**src/rtl/chain_pkg.sv**
```systemverilog
package chain_pkg;
  // Index of each raw control input inside the synchronizer bank
  localparam int IN_CS    = 0;
  localparam int IN_SCK   = 1;
  localparam int IN_SDI   = 2;
  localparam int IN_SET   = 3;
  localparam int IN_CLR   = 4;
  localparam int IN_COUNT = 5;

  // Idle level of each input, loaded into the synchronizers on reset
  localparam logic [IN_COUNT-1:0] IN_IDLE = 5'b11001;

  // Override mode applied to the register and latch
  typedef enum logic [1:0] {
    OVR_NONE = 2'd0,
    OVR_SET  = 2'd1,
    OVR_CLR  = 2'd2
  } ovr_t;
endpackage

```
**src/rtl/sync_bank.sv**
```systemverilog
module sync_bank #(
  parameter int N      = 5,
  parameter int STAGES = 2,
  parameter logic [N-1:0] RST_VAL = '0
) (
  input  logic         clk,
  input  logic         rst,
  input  logic [N-1:0] d,
  output logic [N-1:0] q
);
  logic [N-1:0] stg [STAGES];

  always_ff @(posedge clk) begin
    if (rst) stg[0] <= RST_VAL;
    else     stg[0] <= d;
  end

  for (genvar k = 1; k < STAGES; k++) begin : g_stage
    always_ff @(posedge clk) begin
      if (rst) stg[k] <= RST_VAL;
      else     stg[k] <= stg[k-1];
    end
  end

  assign q = stg[STAGES-1];
endmodule

```
**src/rtl/shift_core.sv**
```systemverilog
module shift_core
  import chain_pkg::*;
#(
  parameter int W = 8
) (
  input  logic         clk,
  input  logic         rst,
  input  ovr_t         ovr,
  input  logic         shift_en,
  input  logic         launch_en,
  input  logic         din,
  output logic [W-1:0] q,
  output logic         sdo
);
  always_ff @(posedge clk) begin
    if (rst)                 q <= '0;
    else if (ovr == OVR_CLR) q <= '0;
    else if (ovr == OVR_SET) q <= '1;
    else if (shift_en)       q <= {q[W-2:0], din};
  end

  always_ff @(posedge clk) begin
    if (rst)                 sdo <= 1'b0;
    else if (ovr == OVR_CLR) sdo <= 1'b0;
    else if (ovr == OVR_SET) sdo <= 1'b1;
    else if (launch_en)      sdo <= q[W-1];
  end


  shift_in_chk: assert property (@(posedge clk) disable iff (rst)
    (shift_en && ovr == OVR_NONE) |=> (q[0] == $past(din) && q[W-1:1] == $past(q[W-2:0])));


  sdo_launch_chk: assert property (@(posedge clk) disable iff (rst)
    (launch_en && ovr == OVR_NONE) |=> (sdo == $past(q[W-1])));


  sdo_hold_chk: assert property (@(posedge clk) disable iff (rst)
    (!launch_en && ovr == OVR_NONE) |=> $stable(sdo));


  reg_clr_chk: assert property (@(posedge clk) disable iff (rst)
    (ovr == OVR_CLR) |=> (q == '0 && !sdo));
endmodule

```
**src/rtl/out_hold.sv**
```systemverilog
module out_hold
  import chain_pkg::*;
#(
  parameter int W = 8
) (
  input  logic         clk,
  input  logic         rst,
  input  ovr_t         ovr,
  input  logic         load,
  input  logic [W-1:0] d,
  output logic [W-1:0] q
);
  always_ff @(posedge clk) begin
    if (rst)                 q <= '0;
    else if (ovr == OVR_CLR) q <= '0;
    else if (ovr == OVR_SET) q <= '1;
    else if (load)           q <= d;
  end


  clr_wins_chk: assert property (@(posedge clk) disable iff (rst)
    (ovr == OVR_CLR) |=> (q == '0));


  set_all_chk: assert property (@(posedge clk) disable iff (rst)
    (ovr == OVR_SET) |=> (q == '1));


  load_copy_chk: assert property (@(posedge clk) disable iff (rst)
    (load && ovr == OVR_NONE) |=> (q == $past(d)));


  hold_chk: assert property (@(posedge clk) disable iff (rst)
    (!load && ovr == OVR_NONE) |=> $stable(q));
endmodule

```
**src/rtl/chain_latch_ctrl.sv**
```systemverilog
module chain_latch_ctrl
  import chain_pkg::*;
#(
  parameter int NCH         = 8,
  parameter int SYNC_STAGES = 2
) (
  input  logic           clk,
  input  logic           rst,
  input  logic           sel_n,
  input  logic           sck,
  input  logic           sdi,
  input  logic           set_all_n,
  input  logic           clr_all_n,
  output logic           sdo,
  output logic [NCH-1:0] chan_en
);
  logic [IN_COUNT-1:0] raw_in, sync_in;
  logic                sck_prev, cs_prev;
  logic                sck_rise, sck_fall, cs_rise, selected;
  ovr_t                ovr;
  logic [NCH-1:0]      shreg;

  assign raw_in[IN_CS]  = sel_n;
  assign raw_in[IN_SCK] = sck;
  assign raw_in[IN_SDI] = sdi;
  assign raw_in[IN_SET] = set_all_n;
  assign raw_in[IN_CLR] = clr_all_n;

  sync_bank #(
    .N(IN_COUNT), .STAGES(SYNC_STAGES), .RST_VAL(IN_IDLE)
  ) u_sync (
    .clk(clk), .rst(rst), .d(raw_in), .q(sync_in)
  );

  // one-cycle history for edge detection on clock and select
  always_ff @(posedge clk) begin
    if (rst) begin
      sck_prev <= IN_IDLE[IN_SCK];
      cs_prev  <= IN_IDLE[IN_CS];
    end else begin
      sck_prev <= sync_in[IN_SCK];
      cs_prev  <= sync_in[IN_CS];
    end
  end

  assign selected = ~sync_in[IN_CS];
  assign sck_rise = sync_in[IN_SCK] & ~sck_prev;
  assign sck_fall = ~sync_in[IN_SCK] & sck_prev;
  assign cs_rise  = sync_in[IN_CS] & ~cs_prev;

  always_comb begin
    if (!sync_in[IN_CLR])      ovr = OVR_CLR;
    else if (!sync_in[IN_SET]) ovr = OVR_SET;
    else                       ovr = OVR_NONE;
  end

  shift_core #(.W(NCH)) u_shift (
    .clk(clk), .rst(rst), .ovr(ovr),
    .shift_en(sck_rise & selected),
    .launch_en(sck_fall & selected),
    .din(sync_in[IN_SDI]),
    .q(shreg), .sdo(sdo)
  );

  out_hold #(.W(NCH)) u_hold (
    .clk(clk), .rst(rst), .ovr(ovr),
    .load(cs_rise), .d(shreg), .q(chan_en)
  );


  reset_state_chk: assert property (@(posedge clk)
    rst |=> (chan_en == '0 && sdo == 1'b0));
endmodule

```
**config.mk**
```make
export PLATFORM = sky130hd
export DESIGN_NAME = chain_latch_ctrl
export DESIGN_NICKNAME = d
export VERILOG_FILES = /design/src/rtl/chain_pkg.sv /design/src/rtl/sync_bank.sv /design/src/rtl/shift_core.sv /design/src/rtl/out_hold.sv /design/src/rtl/chain_latch_ctrl.sv
export SDC_FILE = /design/constraint.sdc
export NUM_CORES = 1
export LEC_CHECK = 0
export BUFFER_PORTS_ARGS = -buffer_cell sky130_fd_sc_hd__buf_2
export CAP_MARGIN = 5
export CELL_PAD_IN_SITES_DETAIL_PLACEMENT = 1
export CELL_PAD_IN_SITES_GLOBAL_PLACEMENT = 2
export CORE_ASPECT_RATIO = 1.1
export CORE_MARGIN = 3
export CORE_UTILIZATION = 29
export DETAILED_ROUTE_END_ITERATION = 6
export GPL_TIMING_DRIVEN = 0
export PLACE_DENSITY_LB_ADDON = 0.1
export SYNTH_ARGS = -nofsm -noshare
export SYNTH_HDL_FRONTEND = slang
export SYNTH_SLANG_ARGS = --single-unit
```
**constraint.sdc**
```tcl
create_clock -name clk -period 1.15 [get_ports clk]
set_clock_uncertainty 0.1 [all_clocks]
set_input_delay 0.23 -clock clk [delete_from_list [all_inputs] [get_ports clk]]
set_output_delay 0.23 -clock clk [all_outputs]
set_load 0.005 [all_outputs]
```
==> summary.txt <==
Final hold slack: 0.0149 ns
Arr. time, crit path: 1.34 ns
Placed Area: 0.00111 mm2
Clock sinks: 29
Hold path cells: 2
Crit-path max cell delay: 0.37 ns
Power Dens Cells: 1420 mW/mm2
Clock latency at the later pin of the worst-skew pair: 0.32 ns
Final setup viols: 8
GP Congestion: 0.688
Startpoint types: flop
Number of distinct library cells after synthesis: 15
Top-area cell type share of the netlist area: 58.8%
Final Max Tran Viols: 0
Hold worst-path end: u_sync.stg[0][2]
Cell leakage power: 0.481 nW
Number of DRC markers in iteration 0: 19
Hold_sp: sdi
Post-route ant nets: 0
First-pass GRT wire length: 3.42 mm
Max H-tree Level: 2
Worst setup EP type: flop
Crit-path slowest cell: dfxtp_4
Synth Instances: 106
Placed cell count: 155
Area Overhead vs Synth: 26.7%
Vias in the first global route: 772
Hold WC Path Type: in -> reg
Port bufs: 15
DRT met1 WL: 929 um
R2R Setup Slk: -0.07 ns
Failing checks: negative setup slack
Top Metal Used: met4
Clock Path Buffers: 2
Status: complete, but fails checks
Slew @ Worst Pin: 0.360 ns
Largest cells by area after synthesis: dfxtp_1, nand2_1, a31oi_1, or2_2, nor2b_1
Clock root cell: clkbuf_4
Syn_nets: 113
Register area: 597 um2
Final Critical Period: 1.22 ns
Syn Std Cell Area: 987 um2
Clk pin slew, worst setup/hold paths: 0.08 ns
Met2 WL: 846 um
Worst slack at placement: -0.144 ns
Initial antenna violation count: 0
IO Count: 16
Worst flop-to-flop path startpoint: u_sync.stg[1][0]
Post-Layout Cell Count: 167
Drt total wl: 1.91 mm
Total grt overflow: 0
GR Util All Layers: 11.7%
VDD IR max: 0.000605 V
Maximum fanout along the worst path: 8
Area of the multi-input gates: 388 um2
Relative slew slack: 76.0%
Diode count: 0
Residual DRC: 0
Number of buffers created by CTS: 5
Worst r2r dst: u_shift.q[0]
CP cell instances: or3b_1, buf_6, nand2_1, a31oi_1
Crit path kind: reg -> reg
Die W: 61.6 um
Worst r2r path cells: 4
Routed vias: 786
Synthesis-stage register bit count: 29
Share of layout cells above drive strength 1: 36.8%
Worst path required time: 1.26 ns
Final worst path period share: 106%
Mapped Avg Cell Area: 9.31 um2
Metal3 WL: 101 um
Layout fillers: 394
Avg WL per Cell: 11.4 um
Core box area: 0.00315 mm2
Via-to-Cell Ratio: 4.71
PnR worst setup slack: -0.0735 ns
Post-DP HPWL: 1.30 mm
Largest net degree at the start of global routing: 11
Starting density of the core: 31.3%
Fmax: 817 MHz
Vert. Die Dim: 67.2 um
Die area: 0.00414 mm2
Largest area contributor in the netlist: dfxtp_1
Sequential fraction of the synthesis area: 58.8%
Fin. Hold Viols: 0
Finished layout cell area: 0.00125 mm2
Ys Warns: 0
DRT Pass-1 Iters: 3
CTS tree: done
Max-Cap Viols: 0
NumNets Final: 139
Row cnt: 21
Total Power: 0.00178 W
Setup repair after global routing missed its margin: true
-- cell type report --
cell class / instances / area share, %
Sequential cell: 29 / 47.7
Buffer: 6 / 3.40
Tap cell: 34 / 3.40
Timing Repair Buffer: 21 / 10.6
Clock buffer: 8 / 3.90
Multi-Input combinational cell: 69 / 31.0
-- cell usage in the layout (no fill, tap or decap), types with 4 or more instances in the layout --
cell type / instances
buf_2: 16
dfxtp_2: 10
or2_2: 7
a31oi_1: 16
dfxtp_1: 18
nand2_1: 31
clkbuf_1: 4
clkbuf_4: 5
buf_4: 4
nor2b_1: 6
dlygate4sd3_1: 5
-- metrics by stage --
stage	setup TNS, ns	util (%)
after floorplan	-0.0245	-
after global placement	-2.33	35.1
after detailed placement	-2.14	35.1
after CTS	-0.630	38.3
after global routing	-0.917	39.7
final	-0.509	39.7
-- cells in the mapped netlist (all sizes together) --
cell type  count
nand2b         3
or2            7
mux2i          1
a31oi         16
nand2         32
nor2b          6
dfxtp         29
buf            6
clkbuf         2
nor3b          2
a21oi          1
or3b           1
-- kinds of logic after synthesis --
| group | synth area share [%] |
|---|---|
| AND/OR/NAND/NOR | 25.2 |
| buffers and inverters | 4.31 |
| flip-flops | 58.8 |
| AO/OA/AOI/OAI | 10.6 |
| multiplexers | 1.01 |
-- registers in the layout (all words and copies together) (netlist names) --
register,flops
u_shift.q,8
sck_prev,1
cs_prev,1
u_sync.stg,10
u_shift.sdo,1
u_hold.q,8
-- routing by layer --
| metal | global-route usage, % | vias to the layer above |
|---|---|---|
| met4 | 5.57 | 0 |
| li1 | - | 406 |
| met2 | 17.7 | 20 |
| met3 | 6.88 | 4 |
| met5 | 0 | - |
| met1 | 12.9 | 356 |
-- worst max path at each step --
stage | from | endpoint | depth (start not counted)
after floorplan | sck_prev | u_shift.q[1] | 4
after global placement | u_sync.stg[1][3] | u_shift.q[7] | 4
after detailed placement | u_sync.stg[1][3] | u_hold.q[7] | 4
after CTS | u_sync.stg[1][0] | u_shift.q[1] | 4
after global routing | u_sync.stg[1][0] | u_shift.q[2] | 4
final | u_sync.stg[1][0] | u_shift.q[0] | 4
-- power breakdown --
part	leakage, nW	switching (W)	internal (W)	total [W]
Sequential	0.242	0.0000251	0.00105	0.00108
Clock	0.0265	0.000327	0.000243	0.000570
Combinational	0.212	0.0000575	0.0000718	0.000129
Total	0.481	0.000410	0.00137	0.00178
-- timing repair --
action | in CTS | in global routing
hold endpoints to repair | 6 | 0
gates resized for setup | 3 | 18
pin swaps | 0 | 1
hold buffers | 5 | 0
setup buffers | 0 | 1
endpoints found under the setup margin | 17 | 25
-- critical path: cells and delay by family (launching register included) --
family	cells	cell delay, ns
AOI/OAI and AO/OA	1	0.07
buffers and inverters	1	0.15
DFF	1	0.37
and+or+nand+nor	2	0.42
(Power assumes the default switching activity.)
